==> src/rtl/cfgb_pkg.sv <==
package cfgb_pkg;
  typedef enum logic [1:0] {
    ST_IDLE  = 2'd0,
    ST_ISSUE = 2'd1,
    ST_WAIT  = 2'd2,
    ST_RESP  = 2'd3
  } cfgb_state_t;
endpackage

==> src/rtl/cfgb_addr_latch.sv <==
module cfgb_addr_latch #(
  parameter int WORD_W    = 32,
  parameter int FIELD_W   = 8,
  parameter int EN_BIT    = 31,
  parameter int BUS_LSB   = 16,
  parameter int DEVFN_LSB = 8
) (
  input  logic               clk,
  input  logic               rst_n,
  input  logic               ld_i,
  input  logic [WORD_W-1:0]  ld_data_i,
  output logic [WORD_W-1:0]  word_o,
  output logic               en_o,
  output logic [FIELD_W-1:0] bus_o,
  output logic [FIELD_W-1:0] devfn_o,
  output logic [FIELD_W-1:0] off_o
);
  logic [WORD_W-1:0] word_q;

  always_ff @(posedge clk) begin
    if (!rst_n)    word_q <= '0;
    else if (ld_i) word_q <= ld_data_i;
  end

  assign word_o  = word_q;
  assign en_o    = word_q[EN_BIT];
  assign bus_o   = word_q[BUS_LSB +: FIELD_W];
  assign devfn_o = word_q[DEVFN_LSB +: FIELD_W];
  assign off_o   = word_q[FIELD_W-1:0];


  latch_hold_chk: assert property (@(posedge clk) disable iff (!rst_n)
    !ld_i |=> $stable(word_q));
endmodule

==> src/rtl/cfgb_compose.sv <==
module cfgb_compose #(
  parameter int SPACE_BYTES = 256,
  parameter int MAX_BYTES   = 4,
  parameter int LO_W        = 2,
  localparam int OFF_W = $clog2(SPACE_BYTES),
  localparam int LEN_W = $clog2(MAX_BYTES + 1)
) (
  input  logic [OFF_W-1:0] base_off_i,
  input  logic [LO_W-1:0]  lo_i,
  input  logic [LEN_W-1:0] size_i,
  output logic [OFF_W-1:0] off_o,
  output logic [LEN_W-1:0] len_o,
  output logic             size_ok_o
);
  logic [OFF_W:0] room;
  logic [OFF_W:0] size_ext;

  assign off_o    = base_off_i | OFF_W'(lo_i);
  assign room     = (OFF_W+1)'(SPACE_BYTES) - {1'b0, off_o};
  assign size_ext = (OFF_W+1)'(size_i);
  assign len_o    = (size_ext < room) ? size_i : LEN_W'(room);

  // a supported size is a power of two no larger than MAX_BYTES
  assign size_ok_o = (size_i != '0) && ((size_i & (size_i - 1'b1)) == '0)
                     && (int'(size_i) <= MAX_BYTES);
endmodule

==> src/rtl/cfgb_ctrl.sv <==
module cfgb_ctrl
  import cfgb_pkg::*;
#(
  parameter int WORD_W    = 32,
  parameter int FIELD_W   = 8,
  parameter int MAX_BYTES = 4,
  parameter int EN_BIT    = 31,
  localparam int LEN_W  = $clog2(MAX_BYTES + 1),
  localparam int NBYTES = WORD_W / 8
) (
  input  logic               clk,
  input  logic               rst_n,
  input  logic               req_valid_i,
  output logic               req_ready_o,
  input  logic               req_win_i,
  input  logic               req_write_i,
  input  logic [LEN_W-1:0]   req_size_i,
  input  logic [WORD_W-1:0]  req_wdata_i,
  output logic               rsp_valid_o,
  input  logic               rsp_ready_i,
  output logic [WORD_W-1:0]  rsp_rdata_o,
  input  logic [WORD_W-1:0]  word_i,
  input  logic               en_i,
  input  logic [FIELD_W-1:0] bus_i,
  input  logic [FIELD_W-1:0] devfn_i,
  input  logic [FIELD_W-1:0] off_i,
  input  logic [LEN_W-1:0]   len_i,
  input  logic               size_ok_i,
  output logic               ld_o,
  output logic [WORD_W-1:0]  ld_data_o,
  output logic               cfg_valid_o,
  output logic               cfg_write_o,
  output logic [FIELD_W-1:0] cfg_bus_o,
  output logic [FIELD_W-1:0] cfg_devfn_o,
  output logic [FIELD_W-1:0] cfg_off_o,
  output logic [LEN_W-1:0]   cfg_len_o,
  output logic [WORD_W-1:0]  cfg_wdata_o,
  input  logic               cfg_rsp_ready_i,
  input  logic [WORD_W-1:0]  cfg_rsp_rdata_i,
  input  logic               cfg_rsp_absent_i
);
  cfgb_state_t        state_q;
  logic               wr_q;
  logic [FIELD_W-1:0] bus_q, devfn_q, off_q;
  logic [LEN_W-1:0]   len_q, size_q;
  logic [WORD_W-1:0]  wdata_q, rsp_q;
  logic               accept;
  logic               addr_size_ok;
  logic               capture;

  function automatic logic [WORD_W-1:0] byte_mask(input logic [LEN_W-1:0] n);
    logic [WORD_W-1:0] m;
    m = '0;
    for (int i = 0; i < NBYTES; i++) begin
      if (i < int'(n)) m[i*8 +: 8] = 8'hFF;
    end
    return m;
  endfunction

  assign req_ready_o  = (state_q == ST_IDLE);
  assign accept       = req_valid_i && req_ready_o;
  assign addr_size_ok = (int'(req_size_i) == NBYTES);
  assign ld_o         = accept && !req_win_i && req_write_i && addr_size_ok;
  assign ld_data_o    = req_wdata_i;
  assign capture      = !wr_q && cfg_rsp_ready_i &&
                        ((state_q == ST_ISSUE) || (state_q == ST_WAIT));

  always_ff @(posedge clk) begin
    if (!rst_n) begin
      state_q <= ST_IDLE;
      wr_q    <= 1'b0;
      bus_q   <= '0;
      devfn_q <= '0;
      off_q   <= '0;
      len_q   <= '0;
      size_q  <= '0;
      wdata_q <= '0;
      rsp_q   <= '0;
    end else begin
      case (state_q)
        ST_IDLE: begin
          if (accept) begin
            wr_q    <= req_write_i;
            size_q  <= req_size_i;
            bus_q   <= bus_i;
            devfn_q <= devfn_i;
            off_q   <= off_i;
            len_q   <= len_i;
            wdata_q <= req_wdata_i;
            if (!req_win_i) begin
              if (req_write_i)       rsp_q <= '0;
              else if (addr_size_ok) rsp_q <= word_i;
              else                   rsp_q <= '1;
              state_q <= ST_RESP;
            end else if (!size_ok_i) begin
              rsp_q   <= req_write_i ? '0 : '1;
              state_q <= ST_RESP;
            end else if (!en_i) begin
              rsp_q   <= req_write_i ? '0 : byte_mask(req_size_i);
              state_q <= ST_RESP;
            end else begin
              rsp_q   <= '0;
              state_q <= ST_ISSUE;
            end
          end
        end
        ST_ISSUE: begin
          if (wr_q)         state_q <= ST_RESP;
          else if (capture) state_q <= ST_RESP;
          else              state_q <= ST_WAIT;
        end
        ST_WAIT: begin
          if (capture) state_q <= ST_RESP;
        end
        ST_RESP: begin
          if (rsp_ready_i) state_q <= ST_IDLE;
        end
        default: state_q <= ST_IDLE;
      endcase
      if (capture) begin
        rsp_q <= cfg_rsp_absent_i ? byte_mask(size_q)
                                  : (cfg_rsp_rdata_i & byte_mask(len_q));
      end
    end
  end

  assign rsp_valid_o = (state_q == ST_RESP);
  assign rsp_rdata_o = rsp_q;
  assign cfg_valid_o = (state_q == ST_ISSUE);
  assign cfg_write_o = wr_q;
  assign cfg_bus_o   = bus_q;
  assign cfg_devfn_o = devfn_q;
  assign cfg_off_o   = off_q;
  assign cfg_len_o   = len_q;
  assign cfg_wdata_o = wdata_q;


  rsp_hold_chk: assert property (@(posedge clk) disable iff (!rst_n)
    rsp_valid_o && !rsp_ready_i |=> rsp_valid_o && $stable(rsp_rdata_o));

  busy_noaccept_chk: assert property (@(posedge clk) disable iff (!rst_n)
    !(rsp_valid_o && req_ready_o));

  single_pulse_chk: assert property (@(posedge clk) disable iff (!rst_n)
    cfg_valid_o |=> !cfg_valid_o);

  wr_zero_chk: assert property (@(posedge clk) disable iff (!rst_n)
    rsp_valid_o && wr_q |-> rsp_rdata_o == '0);
endmodule

==> src/rtl/cfgb_bridge.sv <==
module cfgb_bridge #(
  parameter int WORD_W      = 32,
  parameter int FIELD_W     = 8,
  parameter int SPACE_BYTES = 256,
  parameter int MAX_BYTES   = 4,
  parameter int LO_W        = 2,
  parameter int EN_BIT      = 31,
  parameter int BUS_LSB     = 16,
  parameter int DEVFN_LSB   = 8,
  localparam int OFF_W = $clog2(SPACE_BYTES),
  localparam int LEN_W = $clog2(MAX_BYTES + 1)
) (
  input  logic               clk,
  input  logic               rst_n,
  input  logic               host_req_valid,
  output logic               host_req_ready,
  input  logic               host_req_win,
  input  logic               host_req_write,
  input  logic [LO_W-1:0]    host_req_lo,
  input  logic [LEN_W-1:0]   host_req_size,
  input  logic [WORD_W-1:0]  host_req_wdata,
  output logic               host_rsp_valid,
  input  logic               host_rsp_ready,
  output logic [WORD_W-1:0]  host_rsp_rdata,
  output logic               cfg_req_valid,
  output logic               cfg_req_write,
  output logic [FIELD_W-1:0] cfg_req_bus,
  output logic [FIELD_W-1:0] cfg_req_devfn,
  output logic [OFF_W-1:0]   cfg_req_offset,
  output logic [LEN_W-1:0]   cfg_req_len,
  output logic [WORD_W-1:0]  cfg_req_wdata,
  input  logic               cfg_rsp_ready,
  input  logic [WORD_W-1:0]  cfg_rsp_rdata,
  input  logic               cfg_rsp_absent
);
  logic [WORD_W-1:0]  word, ld_data;
  logic               ld, en;
  logic [FIELD_W-1:0] bus, devfn, base_off;
  logic [OFF_W-1:0]   off;
  logic [LEN_W-1:0]   len;
  logic               size_ok;

  cfgb_addr_latch #(
    .WORD_W(WORD_W), .FIELD_W(FIELD_W), .EN_BIT(EN_BIT),
    .BUS_LSB(BUS_LSB), .DEVFN_LSB(DEVFN_LSB)
  ) u_latch (
    .clk(clk), .rst_n(rst_n), .ld_i(ld), .ld_data_i(ld_data),
    .word_o(word), .en_o(en), .bus_o(bus), .devfn_o(devfn), .off_o(base_off)
  );

  cfgb_compose #(
    .SPACE_BYTES(SPACE_BYTES), .MAX_BYTES(MAX_BYTES), .LO_W(LO_W)
  ) u_comp (
    .base_off_i(OFF_W'(base_off)), .lo_i(host_req_lo), .size_i(host_req_size),
    .off_o(off), .len_o(len), .size_ok_o(size_ok)
  );

  cfgb_ctrl #(
    .WORD_W(WORD_W), .FIELD_W(FIELD_W), .MAX_BYTES(MAX_BYTES), .EN_BIT(EN_BIT)
  ) u_ctrl (
    .clk(clk), .rst_n(rst_n),
    .req_valid_i(host_req_valid), .req_ready_o(host_req_ready),
    .req_win_i(host_req_win), .req_write_i(host_req_write),
    .req_size_i(host_req_size), .req_wdata_i(host_req_wdata),
    .rsp_valid_o(host_rsp_valid), .rsp_ready_i(host_rsp_ready),
    .rsp_rdata_o(host_rsp_rdata),
    .word_i(word), .en_i(en), .bus_i(bus), .devfn_i(devfn),
    .off_i(FIELD_W'(off)), .len_i(len), .size_ok_i(size_ok),
    .ld_o(ld), .ld_data_o(ld_data),
    .cfg_valid_o(cfg_req_valid), .cfg_write_o(cfg_req_write),
    .cfg_bus_o(cfg_req_bus), .cfg_devfn_o(cfg_req_devfn),
    .cfg_off_o(cfg_req_offset), .cfg_len_o(cfg_req_len),
    .cfg_wdata_o(cfg_req_wdata),
    .cfg_rsp_ready_i(cfg_rsp_ready), .cfg_rsp_rdata_i(cfg_rsp_rdata),
    .cfg_rsp_absent_i(cfg_rsp_absent)
  );


  gate_en_chk: assert property (@(posedge clk) disable iff (!rst_n)
    cfg_req_valid |-> en);

  len_bound_chk: assert property (@(posedge clk) disable iff (!rst_n)
    cfg_req_valid |-> (cfg_req_len != '0) &&
      (({1'b0, cfg_req_offset} + (OFF_W+1)'(cfg_req_len)) <= (OFF_W+1)'(SPACE_BYTES)));
endmodule

==> config.mk <==
export PLATFORM = sky130hd
export DESIGN_NAME = cfgb_bridge
export DESIGN_NICKNAME = d
export VERILOG_FILES = /design/src/rtl/cfgb_pkg.sv /design/src/rtl/cfgb_addr_latch.sv /design/src/rtl/cfgb_compose.sv /design/src/rtl/cfgb_ctrl.sv /design/src/rtl/cfgb_bridge.sv
export SDC_FILE = /design/constraint.sdc
export NUM_CORES = 1
export LEC_CHECK = 0
export BUFFER_PORTS_ARGS = -buffer_cell sky130_fd_sc_hd__buf_4
export CORE_UTILIZATION = 30
export CTS_CLUSTER_DIAMETER = 200
export CTS_CLUSTER_SIZE = 12
export DETAILED_ROUTE_END_ITERATION = 6
export GPL_TIMING_DRIVEN = 0
export PLACE_DENSITY = 0.61
export SLEW_MARGIN = 25
export SYNTH_ARGS = -nofsm -noshare
export SYNTH_HDL_FRONTEND = slang
export SYNTH_SLANG_ARGS = --single-unit
==> constraint.sdc <==
create_clock -name clk -period 1.9 [get_ports clk]
set_input_delay 0.095 -clock clk [delete_from_list [all_inputs] [get_ports clk]]
set_output_delay 0.095 -clock clk [all_outputs]
set_load 0.05 [all_outputs]
After elaboration in Yosys (flattened, before gate mapping)
Index checks and enable logic that the tools add are counted.

Register bits: 129. Bits in latches: 0. RAM bits: 0. Bits in read-only memories: 0. Bits of input ports: 77. Output and inout port bits: 95. Logic and storage cells: 96. Memories kept: 0.

Add/sub/neg operators: 2. $mul: 0. Div/mod/pow operators: 0. Order comparisons: 14. Equal/unequal tests: 7. Shift operators: 0. Multiplexer cells: 41. Bitwise operators: 3. Reductions and logical operators: 19.

Operators with widths (number): $mux 32 (11); $mux 8 (20); $and 32x32->32 (1); $lt 1x3->1 const A (6); $lt 2x3->1 const A (6); $mux 2 (7); $lt 3x9->1 (1); $sub 9x8->9 const A (1); $logic_and 1x1->1 (8); $or 8x2->8 (1); $pmux 2 s4 (1); $eq 2x2->1 const B (2); $ne 2x1->1 const B (2); $reduce_and 2->1 (2); $reduce_bool 2->1 (2); $and 3x3->3 (1); $eq 3x3->1 const B (1); $le 3x3->1 const B (1); $logic_not 3->1 (1); $mux 3 (1); $reduce_and 3->1 (1); $reduce_bool 3->1 (1); $sub 3x1->3 const B (1); $eq 2x1->1 const B (1); 5 further kinds (6).

Depth between registers and ports, before layout
Gate-level depths: netlist of the first run.

Depth after elaboration: 10. Mapped depth: 8. Depth with buffers taken out: 8.

By module
A second synthesis of the first run with hierarchy kept.

Cell total of the unflattened synthesis: 704. Area, all modules: 6098.3 um^2.

Modules (own cells, without submodules): cfgb_ctrl (instances 1, cells each 544, area each 4438.0 um^2, sequential area each 1941.9 um^2); cfgb_addr_latch (instances 1, cells each 128, area each 1431.4 um^2, sequential area each 640.6 um^2); cfgb_compose (instances 1, cells each 32, area each 229.0 um^2, sequential area each 0.0 um^2).

Worst setup path before layout of the first run
Ideal clock, no wire load.

Path kind: register -> register. From: register u_ctrl.state_q[0]. To: register u_latch.word_q[10] (netlist: u_latch.word_o[10]). Library setup time: 0.132 ns. Arrival time: 2.100 ns. Data required time: 1.768 ns. Path slack: -0.333 ns. Stages on the path, launching flop included: 9. Buffers on the path: 2. Clock period less this slack: 2.233 ns. Cell sequence: dfxtp_1 -> inv_1 -> ha_1 -> nand2_2 -> or4b_1 -> buf_2 -> buf_6 -> nand2_1 -> a21oi_1.

Cells in the longest elaborated chain, start to end: 5.

Ends and longest elaborated chain: start, declared (RTL line cfgb_ctrl.sv:42) `cfgb_state_t state_q;`; start signal, assigned (RTL line cfgb_ctrl.sv:70) `state_q <= ST_IDLE;`; start signal, assigned (RTL line cfgb_ctrl.sv:94) `state_q <= ST_RESP;`; start signal, assigned (RTL line cfgb_ctrl.sv:97) `state_q <= ST_RESP;`; $logic_not 2->1 (RTL line cfgb_ctrl.sv:60) `assign req_ready_o = (state_q == ST_IDLE);`; via host_req_ready (RTL line cfgb_bridge.sv:16) `output logic host_req_ready,`; $logic_and 1x1->1 (RTL line cfgb_ctrl.sv:61) `assign accept = req_valid_i && req_ready_o;`; $logic_and 1x1->1 (3 in series) (RTL line cfgb_ctrl.sv:63) `assign ld_o = accept && !req_win_i && req_write_i && addr_size_ok;`; end signal, assigned (RTL line cfgb_addr_latch.sv:22) `else if (ld_i) word_q <= ld_data_i;`; end, declared (RTL line cfgb_addr_latch.sv:18) `logic [WORD_W-1:0] word_q;`.

The timed path passes the listed nets, and every way through them passes these cells. A chain may end at the register's enable or synchronous reset.

Worst setup path after layout of the first run
From: register u_latch.word_q[1] (netlist: u_latch.word_o[1]). To: register u_ctrl.len_q[0] (netlist: u_ctrl.cfg_len_o[0]).

Cells in the longest elaborated chain, start to end: 4.

Ends and longest elaborated chain: $or 8x2->8 (RTL line cfgb_compose.sv:18) `assign off_o = base_off_i | OFF_W'(lo_i);`; $sub 9x8->9 (RTL line cfgb_compose.sv:19) `assign room = (OFF_W+1)'(SPACE_BYTES) - {1'b0, off_o};`; $lt 3x9->1 (RTL line cfgb_compose.sv:21) `assign len_o = (size_ext < room) ? size_i : LEN_W'(room);`; $mux 3 (RTL line cfgb_compose.sv:21); end signal, assigned (RTL line cfgb_ctrl.sv:88) `len_q <= len_i;`; end, declared (RTL line cfgb_ctrl.sv:45) `logic [LEN_W-1:0] len_q, size_q;`.

No other way between the ends.

==> flow_summary.yaml, run 1 <==
hold_path:
  min_path_type: "in -> reg"
  min-delay-start: "cfg_rsp_rdata[21]"
drt:
  dr_wl_met3_um: 1110
  drt-pass1-iter-count: 5
  m1WireLength_um: 8350
  wl_per_cell_um: 16.3
  vias: 5540
  final_antenna_net_count: 0
  routed_via_density: 4.88
  drc_errors: 0
  dr_wl_met2_um: 8770
  highest_layer: "met4"
  detailedRoute.firstIterationViolations: 249
  drt-total-wl_um: 18500
clock_network:
  cts_num_sinks: 129
  clock_latency_ps: 430
  numCtsBuffers: 17
  root_buffer: "clkbuf_16"
  cts_buffer_depth: 2
  cts_max_level: 4
  clk_pin_slew_ps: 60
  cts_tree: "done"
critical_path:
  critPathMaxFanout: 2
  cp.arrival_ps: 2350
  critPathLaunchType: "flop"
  r2r-start: "u_latch.word_o[1]$_SDFFE_PN0P_"
  worstSetupEndpointType: "flop"
  crit_start: "u_latch.word_o[1]$_SDFFE_PN0P_"
  worst-setup-path-type: "reg -> reg"
  required_ps: 2190
synth:
  synthMostInstantiatedCell: "nand2_1"
  synthArstFlopShare_pct: 0
  synth.distinct_cells: 43
  yosysTopAreaCellShare_pct: 48.9
  synthCells: 662
  synth-main-ff-cell: "dfxtp_1"
  synth_common_cells: "203 x nand2_1, 129 x a21oi_1, 129 x dfxtp_1"
  avgSynthCellArea_um2: 7.98
  synth.largest_area_cell: "dfxtp_1"
  synth_edf_count: 0
  synth.cell_area_um2: 5280
  ys_ff_latch: 129
  synth_nets: 745
  yosysSeqAreaShare_pct: 48.9
  synth_area_leaders: "dfxtp_1 49%, nand2_1 14%, a21oi_1 12%, a21o_1 3.6%, a211oi_1 2.6%"
  synth_warnings: 0
global_route:
  antenna_found_initial: 0
  first_global_vias: 5164
  overflow: 0
  grt.total_usage_pct: 20.3
  grt_max_degree: 17
  grt_pass1_wl_um: 27800
power_and_ir_drop:
  irDropWorstVdd_v: 0.000715
  power.density_nw_per_um2: 1400
  leakagePower_nw: 3.44
place:
  dpl.cell_count: 1058
  io_buffers: 171
  gp_congestion: 0.875
  dp_hpwl_um: 13700
  dp_slack_ps: -313
flow_run:
  cap_violations: 0
timing:
  fin_skew_ps: 6.54
  grt_setup_unrepaired: "yes"
  worstMarginPinSlew_ps: 727
  max_freq_mhz: 487
  holdWs_ps: 19.8
  hold_viol: 0
  fin_crit_sh_pct: 108
  layout_min_cycle_time_ps: 2060
  setup_viol: 3
  worst_slack_ps: -155
  slew_viol_final: 0
  slew_headroom_pct: 51.0
die:
  core_area_um2: 17200
  die_area_um2: 18100
  core.rowCount: 48
  initial_core_util_pct: 30.7
  io_pins: 172
  fp.dieH_um: 135
  die_w_um: 135
cells_and_area:
  nets: 980
  diodes: 0
  post-route-util_pct: 47.2
  instances_no_fill: 1135
  drive_gt1_share_pct: 29.2
  synthToLayoutAreaGrowth_pct: 53.9
run_status:
  violations: "negative setup slack"
  status: "finished, violations left"
[critical path: stages (launching register included)]
cell and delay [ps]:
dfxtp_2 320, or4_4 490, xnor2_2 150, ha_1 290, o21a_1 160, o31ai_4 100
and2_4 180, o221ai_2 160, a21oi_1 90
[stage by stage]
step | TNS [ps] | power (mW) | area (µm²)
2_1_floorplan | -107 | 6.32 | 5300
3_3_place_gp | -15370 | 7.62 | 6860
3_5_place_dp | -14170 | 7.66 | 6860
4_1_cts | -381 | 11.1 | 7930
5_1_grt | -648 | 11.9 | 8130
6_report | -433 | 11.3 | 8130
[where the power goes]
part / internal (mW) / total, mW / switching, mW / leakage [nW]
combinational: 1.51 / 4.58 / 3.07 / 2.09
clock: 2.12 / 3.34 / 1.22 / 0.296
sequential: 3.15 / 3.43 / 0.274 / 1.05
[cell families (layout without fill, tap and decap cells)]
| logic type | after synthesis | count (layout) | share of synthesized area [%] |
|---|---|---|---|
| xor+xnor | 3 | 3 | 0.497 |
| simple gates | 240 | 240 | 18.8 |
| fa+ha+maj | 6 | 6 | 1.42 |
| compound gates | 232 | 232 | 25.9 |
| flops | 129 | 129 | 48.9 |
| buf+inv | 52 | 300 | 4.50 |
[placed cells by master (no fill, tap or decap), types with 2 or more instances in the layout]
| cell | n |
|---|---|
| inv_2 | 2 |
| clkinv_2 | 6 |
| nand3_1 | 4 |
| a21oi_2 | 4 |
| nand2_8 | 2 |
| o31ai_1 | 9 |
| clkbuf_4 | 2 |
| nand2b_1 | 2 |
| nor2b_1 | 2 |
| bufinv_16 | 3 |
| a21o_1 | 25 |
| nand4b_1 | 2 |
| a221oi_1 | 2 |
| buf_4 | 183 |
| buf_2 | 7 |
| o211ai_1 | 2 |
| clkbuf_16 | 17 |
| nand2_1 | 201 |
| dfxtp_1 | 125 |
| o21ai_0 | 27 |
| dfxtp_4 | 2 |
| and3b_1 | 2 |
| clkbuf_1 | 24 |
| a21oi_4 | 3 |
| clkbuf_8 | 2 |
| ha_1 | 5 |
| dfxtp_2 | 2 |
| inv_1 | 5 |
| o221ai_2 | 2 |
| nor2_1 | 11 |
| a211oi_1 | 18 |
| buf_6 | 5 |
| dlygate4sd3_1 | 37 |
| clkbuf_2 | 2 |
| a21oi_1 | 126 |
| a221oi_2 | 6 |
[final timing paths]
check	to	slack, ps	cells past startpoint
hold / removal	u_ctrl.rsp_rdata_o[21]$_SDFFE_PN0P_	20	3
setup / recovery	u_ctrl.cfg_len_o[0]$_SDFFE_PN0P_	-160	8
hold reg to reg	u_ctrl.rsp_rdata_o[5]$_SDFFE_PN0P_	450	1
setup reg to reg	u_ctrl.cfg_len_o[0]$_SDFFE_PN0P_	-160	8
[cell type report]
type | instances | area (µm²)
fill | 1723 | 9100
buffer | 44 | 240
timing repair buffer | 216 | 1730
clock buffer | 21 | 460
multi-input combinational | 481 | 2660
sequential | 129 | 2590
tap | 225 | 282
clock inverter | 11 | 136
inverter | 8 | 30.0
[layer usage]
layer | vias to the layer above | GRT usage (%)
met5 | - | 0
met2 | 156 | 32.6
met3 | 22 | 4.95
met4 | 0 | 7.18
met1 | 2592 | 26.5
li1 | 2770 | -
[registers in the layout, summed over array words and instances, names as in the netlist]
register / flops
u_ctrl.cfg_wdata_o: 32
u_ctrl.rsp_rdata_o: 32
u_latch.word_o: 32
u_ctrl.cfg_bus_o: 8
u_ctrl.cfg_devfn_o: 8
u_ctrl.cfg_off_o: 8
u_ctrl.cfg_len_o: 3
u_ctrl.size_q: 3
u_ctrl.state_q: 2
u_ctrl.cfg_write_o: 1
[timing repair]
item,CTS,global route
gates resized for setup,21,36
buffers inserted,3,5
cloned,0,0
endpoints found under the hold margin,69,0
endpoints found under the setup margin,65,70
hold buffers,37,0
pin swaps,7,9
No activity file was read; power rests on OpenSTA's default activity.
==> run 2, diff against run 1 <==
--- a/config.mk
+++ b/config.mk
@@ -10,7 +10,6 @@
 export CTS_CLUSTER_DIAMETER = 200
 export CTS_CLUSTER_SIZE = 12
 export DETAILED_ROUTE_END_ITERATION = 6
-export GPL_TIMING_DRIVEN = 0
 export PLACE_DENSITY = 0.61
 export SLEW_MARGIN = 25
 export SYNTH_ARGS = -nofsm -noshare
==> run 2 against run 1 <==
Effect of this change:
- the flow still finishes with violations (negative setup slack)
- cell area is 0.85% lower
- via count down 2.5%
- register-to-register slack about the same
- fmax is 0.10% lower
- core utilization is 0.40 points lower
==> flow_summary.yaml, run 2 (synthesis gave the netlist of run 1 again) <==
critical_path:
  slowest_delay_ps: 500
  r2r_slack_ps: -160
  critPathLaunchType: "flop"
  crit_start: "u_latch.word_o[1]$_SDFFE_PN0P_"
  worstSetupPathDepth: 8
  cp.arrival_ps: 2400
  crit_family: "compound AO/OA/AOI/OAI gates"
  required_ps: 2240
  worst-setup-path-type: "reg -> reg"
  crit_path_end: "u_ctrl.cfg_len_o[2]$_SDFFE_PN0P_"
  worstSetupEndpointType: "flop"
  critPathMaxFanout: 4
  rr_endpoint: "u_ctrl.cfg_len_o[2]$_SDFFE_PN0P_"
  r2r-start: "u_latch.word_o[1]$_SDFFE_PN0P_"
  reg2reg_depth: 8
  critical-path-slowest-cell: "or4_4"
  critPathBufInv: 0
  path_cells: "or4_4, xnor2_2, ha_1, o21a_1, o31ai_4, a21oi_4, o221ai_2, a21oi_1"
drt:
  drt-pass1-iter-count: 4
  drc_errors: 0
  final_antenna_net_count: 0
  vias: 5400
  detailedRoute.firstIterationViolations: 370
  wl_per_cell_um: 15.7
  routed_via_density: 4.82
  drt-total-wl_um: 17600
cells_and_area:
  final_common_cell: "buf_4"
  nets: 965
  layout_common_cells: "204 x buf_4, 202 x nand2_1, 128 x dfxtp_1"
  diodes: 0
  drive_gt1_share_pct: 30.4
  post-route-util_pct: 46.8
  synthToLayoutAreaGrowth_pct: 52.6
  fin_area_um2: 8060
  instances_no_fill: 1120
power_and_ir_drop:
  p_comb_share_pct: 39.8
  power_frac_clock_pct: 29.5
  leakagePower_nw: 3.43
  power_frac_seq_pct: 30.8
  power.density_nw_per_um2: 1370
  p_int_mw: 6.65
  irDropWorstVdd_v: 0.000754
  switchingPower_mw: 4.40
  netSwitchingFraction_pct: 39.8
  finalPower_mw: 11.1
timing:
  slew_headroom_pct: 53.4
  slew_viol_final: 0
  max_freq_mhz: 486
  grt_setup_unrepaired: "yes"
  setup_viol: 3
  hold_viol: 0
  holdWs_ps: 35.5
  worstMarginPinSlew_ps: 699
  finalSetupTns_ps: -449
  fin_skew_ps: 15.1
  layout_min_cycle_time_ps: 2060
  worst_slack_ps: -158
  fin_crit_sh_pct: 108
global_route:
  first_global_vias: 5218
  grt_max_degree: 66
  grt.total_usage_pct: 19.6
  grt_pass1_wl_um: 27300
  overflow: 0
  antenna_found_initial: 0
die:
  die_area_um2: 18100
  die_w_um: 135
  core.rowCount: 48
  initial_core_util_pct: 30.7
  io_pins: 172
  fp.dieH_um: 135
  core_area_um2: 17200
hold_path:
  min_path_type: "in -> reg"
  min-delay-start: "cfg_rsp_rdata[22]"
place:
  dp_slack_ps: -150
  dpl.cell_count: 1050
  gp_congestion: 0.799
  dp_hpwl_um: 12200
  io_buffers: 171
  placed_cell_area_um2: 7000
flow_run:
  cap_violations: 0
clock_network:
  numCtsBuffers: 17
  cts_max_level: 4
  cts_buffer_depth: 2
  cts_num_sinks: 129
  clock_latency_ps: 420
  root_buffer: "clkbuf_16"
  cts_tree: "done"
  clk_pin_slew_ps: 60
run_status:
  status: "finished, violations left"
  violations: "negative setup slack"
-- run 2: changes by cell type in the layout (fill, tap and decap cells not counted), sizes merged --
cell and change:
clkbuf -24, buf +11, clkinv -5, clkinvlp +3, bufinv -1, inv +1
-- run 2: power groups by stage --
| stage | combinational, mW | clock (mW) | sequential [mW] |
|---|---|---|---|
| 2_1_floorplan | 1.55 | 0 | 4.77 |
| 3_3_place_gp | 4.26 | 0 | 3.44 |
| 3_5_place_dp | 4.28 | 0 | 3.45 |
| 4_1_cts | 4.35 | 3.33 | 3.40 |
| 5_1_grt | 4.71 | 3.46 | 3.45 |
| 6_report | 4.40 | 3.26 | 3.40 |
-- run 2: cell type report --
cell class / instances / area, µm²
clock buffers: 23 / 488
clock inverters: 9 / 105
fillers: 1711 / 9170
inverters: 8 / 30.0
multi-input cells: 481 / 2590
flip-flops and latches: 129 / 2580
well taps: 225 / 282
repair buffers: 245 / 1980
-- run 2: how the worst min path moves through the flow --
stage	to	slack (ps)	cells after the start
2_1_floorplan	u_ctrl.state_q[0]$_SDFFE_PN0P_	210	2
3_3_place_gp	u_ctrl.cfg_wdata_o[5]$_SDFFE_PN0P_	360	3
3_5_place_dp	u_latch.word_o[3]$_SDFFE_PN0P_	360	3
4_1_cts	u_ctrl.rsp_rdata_o[16]$_SDFFE_PN0P_	10	3
5_1_grt	u_ctrl.rsp_rdata_o[16]$_SDFFE_PN0P_	30	3
6_report	u_ctrl.rsp_rdata_o[22]$_SDFFE_PN0P_	40	3
-- run 2: timing repair --
action                                  4_1_cts  5_1_grt
endpoints found under the hold margin        70        0
endpoints found under the setup margin        3       23
resized for setup                             3       20
hold buffers                                 37        0
pin swaps                                     4        5
buffers inserted                              1        0
-- run 2: worst reg2reg max path: stages, from the launching register on --
cell and delay, ps:
dfxtp_2 310, or4_4 500, xnor2_2 140, ha_1 270, o21a_1 180, o31ai_4 110
a21oi_4 190, o221ai_2 120, a21oi_1 150
-- run 2: routing by layer --
layer  track usage, %  part of all wire [%]  vias up
met4             8.18                   1.7        0
met5                0                     0        -
li1                 -                     -     2731
met3             3.98                   5.3       17
met1             26.6                    47     2504
met2             30.1                    46      148
